## src/rtl/dm_arb_pkg.sv

```systemverilog
package dm_arb_pkg;

   // Outcome of comparing two module results and the checker residue
   typedef enum logic [2:0] {
      VERD_CLEAN     = 3'd0,
      VERD_CHK_BAD   = 3'd1,
      VERD_KEEP1     = 3'd2,
      VERD_KEEP2     = 3'd3,
      VERD_CONGRUENT = 3'd4,
      VERD_MULTI     = 3'd5
   } verdict_e;

   // Registered indication bundle
   typedef struct packed {
      logic multi_fail;
      logic congruent;
      logic rec_chk;
      logic rec_mod2;
      logic rec_mod1;
   } arb_flags_t;

   // Residue reduction variants chosen from the modulus
   typedef enum logic [1:0] {
      RED_SLICE = 2'd0,
      RED_FOLD  = 2'd1,
      RED_DIV   = 2'd2
   } reduce_kind_e;

   function automatic reduce_kind_e pick_reduce(input int modv);
      if ((modv & (modv - 1)) == 0)
         return RED_SLICE;
      else if (((modv + 1) & modv) == 0)
         return RED_FOLD;
      else
         return RED_DIV;
   endfunction

endpackage

```

## src/rtl/dm_residue_reduce.sv

```systemverilog
module dm_residue_reduce
   import dm_arb_pkg::*;
#(
   parameter int DATA_W = 16,
   parameter int MOD    = 7,
   parameter int RES_W  = $clog2(MOD)
) (
   input  logic [DATA_W-1:0] value,
   output logic [RES_W-1:0]  residue
);

   localparam reduce_kind_e KIND   = pick_reduce(MOD);
   localparam int           CHUNKS = (DATA_W + RES_W - 1) / RES_W;
   localparam int           PAD_W  = CHUNKS * RES_W;
   localparam int           ACC_W  = RES_W + $clog2(CHUNKS + 1) + 1;

   if (MOD < 2) begin : g_bad_mod
      $error("dm_residue_reduce: MOD must be at least 2");
   end
   if (DATA_W < RES_W) begin : g_bad_width
      $error("dm_residue_reduce: DATA_W must cover the residue width");
   end

   if (KIND == RED_SLICE) begin : g_slice
      // Power-of-two modulus: the residue is the low bits
      logic unused_hi;
      assign unused_hi = ^value;
      assign residue   = value[RES_W-1:0];
   end else if (KIND == RED_FOLD) begin : g_fold
      // 2^n-1 modulus: sum n-bit chunks, fold carries back, map MOD to 0
      logic [PAD_W-1:0] padded;
      logic [ACC_W-1:0] acc;
      assign padded = PAD_W'(value);
      always_comb begin
         acc = '0;
         for (int c = 0; c < CHUNKS; c++) begin
            acc = acc + ACC_W'(padded[c*RES_W +: RES_W]);
         end
         for (int f = 0; f < ACC_W; f++) begin
            acc = ACC_W'(acc[RES_W-1:0]) + (acc >> RES_W);
         end
         if (acc[RES_W-1:0] == RES_W'(MOD))
            residue = '0;
         else
            residue = acc[RES_W-1:0];
      end
   end else begin : g_div
      // Any other modulus: general remainder
      logic [DATA_W-1:0] rem;
      assign rem     = value % DATA_W'(MOD);
      assign residue = rem[RES_W-1:0];
      logic unused_rem;
      assign unused_rem = ^rem;
   end

endmodule

```

## src/rtl/dm_verdict_decode.sv

```systemverilog
module dm_verdict_decode
   import dm_arb_pkg::*;
(
   input  logic     same,
   input  logic     m1_ok,
   input  logic     m2_ok,
   output verdict_e verdict,
   output logic     take_y2
);

   always_comb begin
      if (same) begin
         // Both copies agree: the residue judges the checker
         verdict = m1_ok ? VERD_CLEAN : VERD_CHK_BAD;
      end else begin
         unique case ({m1_ok, m2_ok})
            2'b10:   verdict = VERD_KEEP1;
            2'b01:   verdict = VERD_KEEP2;
            2'b11:   verdict = VERD_CONGRUENT;
            default: verdict = VERD_MULTI;
         endcase
      end
      take_y2 = (verdict == VERD_KEEP2);
   end

endmodule

```

## src/rtl/dm_residue_arbiter.sv

```systemverilog
module dm_residue_arbiter
   import dm_arb_pkg::*;
#(
   parameter int DATA_W = 16,
   parameter int MOD    = 7,
   parameter int RES_W  = $clog2(MOD)
) (
   input  logic              clk,
   input  logic              rst_n,
   input  logic              in_valid,
   input  logic [DATA_W-1:0] y1,
   input  logic [DATA_W-1:0] y2,
   input  logic [RES_W-1:0]  r,
   output logic              out_valid,
   output logic [DATA_W-1:0] y_out,
   output logic              rec_mod1,
   output logic              rec_mod2,
   output logic              rec_chk,
   output logic              congruent,
   output logic              multi_fail
);

   localparam int BRANCHES = 2;

   if (RES_W < $clog2(MOD)) begin : g_bad_res
      $error("dm_residue_arbiter: RES_W too narrow for MOD");
   end

   logic [DATA_W-1:0] branch_val [BRANCHES];
   logic [RES_W-1:0]  branch_res [BRANCHES];
   logic [BRANCHES-1:0] branch_ok;

   assign branch_val[0] = y1;
   assign branch_val[1] = y2;

   for (genvar b = 0; b < BRANCHES; b++) begin : g_branch
      dm_residue_reduce #(
         .DATA_W (DATA_W),
         .MOD    (MOD),
         .RES_W  (RES_W)
      ) u_reduce (
         .value   (branch_val[b]),
         .residue (branch_res[b])
      );
      assign branch_ok[b] = (branch_res[b] == r);
   end

   verdict_e verdict;
   logic     take_y2;

   dm_verdict_decode u_decode (
      .same    (y1 == y2),
      .m1_ok   (branch_ok[0]),
      .m2_ok   (branch_ok[1]),
      .verdict (verdict),
      .take_y2 (take_y2)
   );

   arb_flags_t flags_d, flags_q;

   always_comb begin
      flags_d = '0;
      if (in_valid) begin
         unique case (verdict)
            VERD_CHK_BAD:   flags_d.rec_chk    = 1'b1;
            VERD_KEEP1:     flags_d.rec_mod2   = 1'b1;
            VERD_KEEP2:     flags_d.rec_mod1   = 1'b1;
            VERD_CONGRUENT: flags_d.congruent  = 1'b1;
            VERD_MULTI:     flags_d.multi_fail = 1'b1;
            default:        flags_d = '0;
         endcase
      end
   end

   always_ff @(posedge clk) begin
      if (!rst_n) begin
         out_valid <= 1'b0;
         y_out     <= '0;
         flags_q   <= '0;
      end else begin
         out_valid <= in_valid;
         flags_q   <= flags_d;
         if (in_valid)
            y_out <= take_y2 ? y2 : y1;
      end
   end

   assign rec_mod1   = flags_q.rec_mod1;
   assign rec_mod2   = flags_q.rec_mod2;
   assign rec_chk    = flags_q.rec_chk;
   assign congruent  = flags_q.congruent;
   assign multi_fail = flags_q.multi_fail;

endmodule

```

## config.mk

```make
export PLATFORM = sky130hd
export DESIGN_NAME = dm_residue_arbiter
export DESIGN_NICKNAME = d
export VERILOG_FILES = /design/src/rtl/dm_arb_pkg.sv /design/src/rtl/dm_residue_reduce.sv /design/src/rtl/dm_verdict_decode.sv /design/src/rtl/dm_residue_arbiter.sv
export SDC_FILE = /design/constraint.sdc
export NUM_CORES = 1
export LEC_CHECK = 0
export BUFFER_PORTS_ARGS = -buffer_cell sky130_fd_sc_hd__buf_4
export CAP_MARGIN = 10
export CORE_MARGIN = 2
export CORE_UTILIZATION = 45
export DETAILED_ROUTE_END_ITERATION = 16
export PLACE_DENSITY = 0.71
export SLEW_MARGIN = 10
export SYNTH_ARGS = -nofsm -noshare
export SYNTH_HDL_FRONTEND = slang
export SYNTH_SLANG_ARGS = --single-unit
```

## constraint.sdc

```tcl
create_clock -name clk -period 8.1 [get_ports clk]
set_clock_uncertainty 0.2 [all_clocks]
set_input_delay 0.81 -clock clk [delete_from_list [all_inputs] [get_ports clk]]
set_output_delay 0.81 -clock clk [all_outputs]
set_load 0.05 [all_outputs]
```

=== Word-level counts from Yosys, hierarchy flattened ===
Index checks and enable logic that the tools add are counted.

* Input port bits: 38
* Register bits: 22

* Muxes and demuxes: 11
* Eq/ne operators: 13
* Reduce and logical (&&, ||, !) cells: 1
* Add/subtract/negate cells: 24

{| class="wikitable"
|+ Operators by type and width
! kind !! number
|-
| $add A3 B4 Y5 || 10
|-
| $add A7 B3 Y7 || 6
|-
| $eq A16 B16 Y1 || 1
|-
| $mux W16 || 1
|-
| $add A7 B1 Y7 || 2
|-
| $eq A3 B3 Y1 const B || 4
|-
| $mux W3 || 3
|-
| $pmux W3 S3 || 1
|-
| $add A3 B2 Y4 || 2
|-
| $add A3 B3 Y4 || 2
|-
| $add A3 B2 Y3 || 2
|-
| $eq A3 B2 Y1 const B || 2
|-
| $eq A3 B3 Y1 || 2
|-
| $mux W1 || 6
|-
| $eq A2 B2 Y1 const B || 2
|-
| $eq A3 B1 Y1 const B || 1
|-
| $eq A2 B1 Y1 const B || 1
|-
| $reduce_and A2 Y1 || 1
|}

=== Longest topological paths before layout ===
* Word-level depth: 20
* Mapped depth: 37

=== By module ===
A second synthesis with hierarchy kept.

* Cell total of the unflattened synthesis: 271
* Area total of the unflattened synthesis: 2,715.1 um^2

{| class="wikitable"
|+ Modules (own cells, without submodules)
! module !! sequential area each (um^2) !! cells an instance !! times used !! area each (um^2)
|-
| dm_residue_arbiter || 440.4 || 115 || 1 || 1,176.1
|-
| dm_residue_reduce at g_branch[0].u_reduce || 0.0 || 71 || 1 || 740.7
|-
| dm_residue_reduce at g_branch[1].u_reduce || 0.0 || 76 || 1 || 735.7
|-
| dm_verdict_decode || 0.0 || 9 || 1 || 62.6
|}

=== Worst setup path after synthesis ===
OpenSTA, ideal clock, no wires.

* Path type: in2reg
* From: in y2[0]
* To: reg y_out[0]
* Stages: 35
* Setup slack: -0.199 ns
* Library setup time: 0.074 ns
* Buffers on the path: 2
* Arrival: 8.025 ns
* Cells stage by stage: ha_1 fa_1 xnor2_1 fa_1 inv_1 fa_1 ha_1 a21o_1 a21oi_1 xnor2_1 ha_1 a21o_1 a21o_1 ha_1 ha_1 ha_1 xor2_1 xnor2_2 and3_1 ha_1 ha_1 xor2_1 xor2_1 and3_1 ha_1 ha_1 xor2_1 xnor2_1 xnor2_1 mux2i_1 and2_1 clkbuf_1 buf_2 o31ai_1 a31oi_1

* Word-level cells in the longest chain between the ends: 20
* Elaborated cells between the ends (all ways): 23

{| class="wikitable"
|+ Ends and longest elaborated chain
! item !! RTL line !! source
|-
| start: declaration || dm_residue_arbiter.sv:12 || <nowiki>input logic [DATA_W-1:0] y2,</nowiki>
|-
| $add A3 B3 Y4 || dm_residue_reduce.sv:37 || <nowiki>acc = acc + ACC_W'(padded[c*RES_W +: RES_W]);</nowiki>
|-
| $add A7 B3 Y7 (3 in a row) || dm_residue_reduce.sv:37 ||
|-
| $add A7 B1 Y7 || dm_residue_reduce.sv:37 ||
|-
| $add A3 B4 Y5 (4 in a row) || dm_residue_reduce.sv:40 || <nowiki>acc = ACC_W'(acc[RES_W-1:0]) + (acc >> RES_W);</nowiki>
|-
| $add A3 B2 Y4 || dm_residue_reduce.sv:40 ||
|-
| $add A3 B4 Y5 || dm_residue_reduce.sv:40 ||
|-
| $add A3 B2 Y3 || dm_residue_reduce.sv:40 ||
|-
| $eq A3 B3 Y1 || dm_residue_reduce.sv:42 || <nowiki>if (acc[RES_W-1:0] == RES_W'(MOD))</nowiki>
|-
| $mux W3 || dm_residue_reduce.sv:42 ||
|-
| $eq A3 B3 Y1 || dm_residue_arbiter.sv:45 || <nowiki>assign branch_ok[b] = (branch_res[b] == r);</nowiki>
|-
| $eq A2 B2 Y1 / $eq A2 B1 Y1 (equally long branches) || dm_verdict_decode.sv:16 || <nowiki>unique case ({m1_ok, m2_ok})</nowiki>
|-
| $pmux W3 S3 || dm_verdict_decode.sv:16 ||
|-
| $mux W3 || dm_verdict_decode.sv:12 || <nowiki>if (same) begin</nowiki>
|-
| $eq A3 B2 Y1 || dm_verdict_decode.sv:23 || <nowiki>take_y2 = (verdict == VERD_KEEP2);</nowiki>
|-
| $mux W16 (*) || dm_residue_arbiter.sv:84 || <nowiki>y_out <= take_y2 ? y2 : y1;</nowiki>
|-
| end signal: assignment || dm_residue_arbiter.sv:84 ||
|-
| end: declaration || dm_residue_arbiter.sv:15 || <nowiki>output logic [DATA_W-1:0] y_out,</nowiki>
|}

Mark *: on every way between the ends. The rest lies on a longest branch, timed or not.
A chain may end at the register's enable or synchronous reset.

=== Worst setup path after layout ===
* From: in y2[0]
* To: reg y_out[7]

* Word-level cells in the longest chain between the ends: 20
* Elaborated cells between the ends (all ways): 23

{| class="wikitable"
|+ Ends and longest elaborated chain
! item !! RTL line
|-
| $add A3 B3 Y4 || dm_residue_reduce.sv:37
|-
| $add A7 B3 Y7 (3 in a row) || dm_residue_reduce.sv:37
|-
| $add A7 B1 Y7 || dm_residue_reduce.sv:37
|-
| $add A3 B4 Y5 (4 in a row) || dm_residue_reduce.sv:40
|-
| $add A3 B2 Y4 || dm_residue_reduce.sv:40
|-
| $add A3 B4 Y5 || dm_residue_reduce.sv:40
|-
| $add A3 B2 Y3 || dm_residue_reduce.sv:40
|-
| $eq A3 B3 Y1 || dm_residue_reduce.sv:42
|-
| $mux W3 || dm_residue_reduce.sv:42
|-
| $eq A3 B3 Y1 || dm_residue_arbiter.sv:45
|-
| $eq A2 B2 Y1 / $eq A2 B1 Y1 (equally long branches) || dm_verdict_decode.sv:16
|-
| $pmux W3 S3 || dm_verdict_decode.sv:16
|-
| $mux W3 (*) || dm_verdict_decode.sv:12
|-
| $eq A3 B2 Y1 (*) || dm_verdict_decode.sv:23
|-
| $mux W16 (*) || dm_residue_arbiter.sv:84
|}

Marks and branches as above.

==> flow_summary.yaml <==
run_status:
  status: "finished clean"
clock_tree:
  tritoncts: "done"
  clk_latency_ps: 270
  clkTransAtPathRegs_ps: 90
  cts_sinks: 22
  cts-root-buf: "clkbuf_8"
  postCtsHoldBufs: 0
  cts_max_path_buffers: 2
  cts_buffers: 3
  ctsHtreeMaxLevel: 1
layout:
  multi_input_area_um2: 2530
  area_delta_synth_final_pct: 44.3
  final_nets: 489
  final_common_cell: "buf_4"
  stdcell_area_um2: 4050
  antenna_cells: 0
  layout_common_cells: "buf_4, ha_1, inv_1, xor2_1, dfxtp_1"
  drive_gt1_share_pct: 41.0
  regArea_um2: 440
  nFillCells: 449
worst_setup_path:
  timing.critical_path.depth: 37
  startpoint: "y2[0]"
  start_kind: "input port"
  max_stage_delay_ps: 480
  rr_worst_depth: 2
  cpLargestDelayFamily: "adder cells"
  path_buf_inv: 3
  slowest_stage: "fa_1"
  crit_end: "y_out[7]$_SDFFE_PN0P_"
  r2r-end: "y_out[14]$_SDFFE_PN0P_"
  r2r_slack_ps: 7140
  worstSetupPathType: "in -> reg"
  crit_fanout: 4
  worst_setup_path_end_kind: "flip-flop"
  worstPathArrival_ps: 7790
  r2r_start: "y_out[14]$_SDFFE_PN0P_"
  crit_required_ps: 8050
synthesis:
  synthesis.nets: 399
  synthFlopType: "dfxtp_1"
  synth-edff-count: 0
  yosys.cell_types.count: 38
  syn_inst: 299
  netlist_area_um2: 2810
  async_flop_share_pct: 0
  ys_ff_latch: 22
  yosysWarnings: 0
  avgSynthCellArea_um2: 9.39
  synth-seq-area-share_pct: 15.7
detailed_routing:
  vias: 2685
  drt_wl_total_mm: 7.99
  ant_nets: 0
  wl_per_cell_um: 17.2
  drt_iter0_markers: 360
  firstDrtPassIters: 5
  vias_per_cell: 5.80
  route.detailed.drc: 0
timing:
  finalCriticalPeriod_ps: 7840
  hold_viol_final: 0
  max_freq_ghz: 0.128
  relSlewSlack_pct: 62.6
  fin_crit_sh_pct: 96.8
  setup_viol: 0
  setup_ws_ps: 261
  worst_pin_slew_ps: 559
  drv_slew: 0
placement:
  place_hpwl_mm: 5.74
  place_area_um2: 3560
  pre_cts_slack_ps: -414
  numPortBuffers: 59
  routabilityCongestion: 0.884
worst_hold_path:
  hold_class: "reg -> reg"
global_routing:
  grtUsageTotal_pct: 21.5
  grt_pass1_vias: 2604
  antenna_found_initial: 0
  grt_pass1_wl_mm: 12.3
  overflow: 0
  grt_max_degree: 34
floorplanning:
  dieArea_um2: 6880
  start_util_pct: 46.8
  core_um2: 5990
  die_y_um: 83.0
  die_w_um: 83.0
  rows: 28
  io_pins: 60
job:
  drv_cap: 0
## cell usage after synthesis, types with 2 or more instances
cell / number / share of area, %
ha_1: 44 / 20
xor2_1: 26 / 8.1
inv_1: 25 / 3.3
dfxtp_1: 22 / 16
fa_1: 18 / 13
nand4_1: 17 / 3.8
a31oi_1: 16 / 3.6
o21ai_0: 16 / 2.9
o31ai_1: 16 / 4.3
xnor2_1: 13 / 4.1
nand2_1: 11 / 1.5
a21o_1: 10 / 2.7
nor2_1: 9 / 1.2
and3_1: 6 / 1.3
clkbuf_1: 6 / 0.80
nor3_1: 6 / 1.1
a21oi_1: 5 / 0.89
buf_2: 4 / 0.71
nor4_1: 4 / 0.89
xnor2_2: 3 / 1.7
and2_1: 2 / 0.45
mux2i_1: 2 / 0.71
nor2b_1: 2 / 0.45
xnor3_2: 2 / 1.7
## worst min path at each step
stage,from,to,slack (ps),depth (start not counted)
4_1_cts,y_out[6]$_SDFFE_PN0P_,y_out[6]$_SDFFE_PN0P_,340,2
6_report,y_out[6]$_SDFFE_PN0P_,y_out[6]$_SDFFE_PN0P_,340,2
3_3_place_gp,y_out[9]$_SDFFE_PN0P_,y_out[9]$_SDFFE_PN0P_,320,2
2_1_floorplan,y_out[3]$_SDFFE_PN0P_,y_out[3]$_SDFFE_PN0P_,550,2
3_5_place_dp,y_out[6]$_SDFFE_PN0P_,y_out[6]$_SDFFE_PN0P_,320,2
5_1_grt,y_out[7]$_SDFFE_PN0P_,y_out[7]$_SDFFE_PN0P_,370,2
## worst register-to-register path, delay by kind of cell, from the launching register on
family / cells / cell delay, ps
AOI/OAI and AO/OA: 2 / 310
DFF: 1 / 340
## logic make-up after synthesis
logic type               count (synthesis)  share of synthesized area, %
AO/OA/AOI/OAI                           67                          16.5
adder cells (fa/ha/maj)                 62                          32.5
AND/OR/NAND/NOR                         62                          12.0
XOR/XNOR                                45                          16.2
buffers and inverters                   38                          5.93
flip-flops                              22                          15.7
multiplexers                             3                          1.20
## sequential cells by signal (all words and copies together) (netlist names)
| signal | count |
|---|---|
| congruent | 1 |
| multi_fail | 1 |
| out_valid | 1 |
| rec_chk | 1 |
| rec_mod1 | 1 |
| rec_mod2 | 1 |
| y_out | 16 |
## layer usage
| layer | wire (µm) | vias up | global-route usage, % |
|---|---|---|---|
| li1 | - | 1258 | - |
| met1 | 3190 | 1265 | 27.1 |
| met2 | 3890 | 132 | 36.1 |
| met3 | 592 | 30 | 4.17 |
| met4 | 308 | 0 | 8.35 |
| met5 | 0 | - | 0 |
## metrics by stage
stage	TNS (ps)	util, %	hold WS (ps)	std cells
after CTS	0	62.3	337	456
final	0	67.6	340	463
after global routing	-302	67.6	366	463
after detailed placement	-7110	59.4	321	448
after global placement	-3690	59.4	320	448
after floorplan	0	-	548	299
## cell type report
type	count	share of cell area, %
clock buffers	3	1.02
clock inverters	1	0.741
inverters	25	2.32
multi-input cells	241	62.5
flip-flops and latches	22	10.9
well taps	75	2.32
repair buffers	96	20.2
## what timing repair did
item                                    CTS  global route
gates cloned                              2             2
endpoints found under the setup margin   18            21
pin swaps                                12            37
setup buffers                             2             5
resized for setup                         6            42
Power is left out: the tool's default activity adds up to more than one toggle a clock period on the data nets, which glitch-free logic cannot reach.
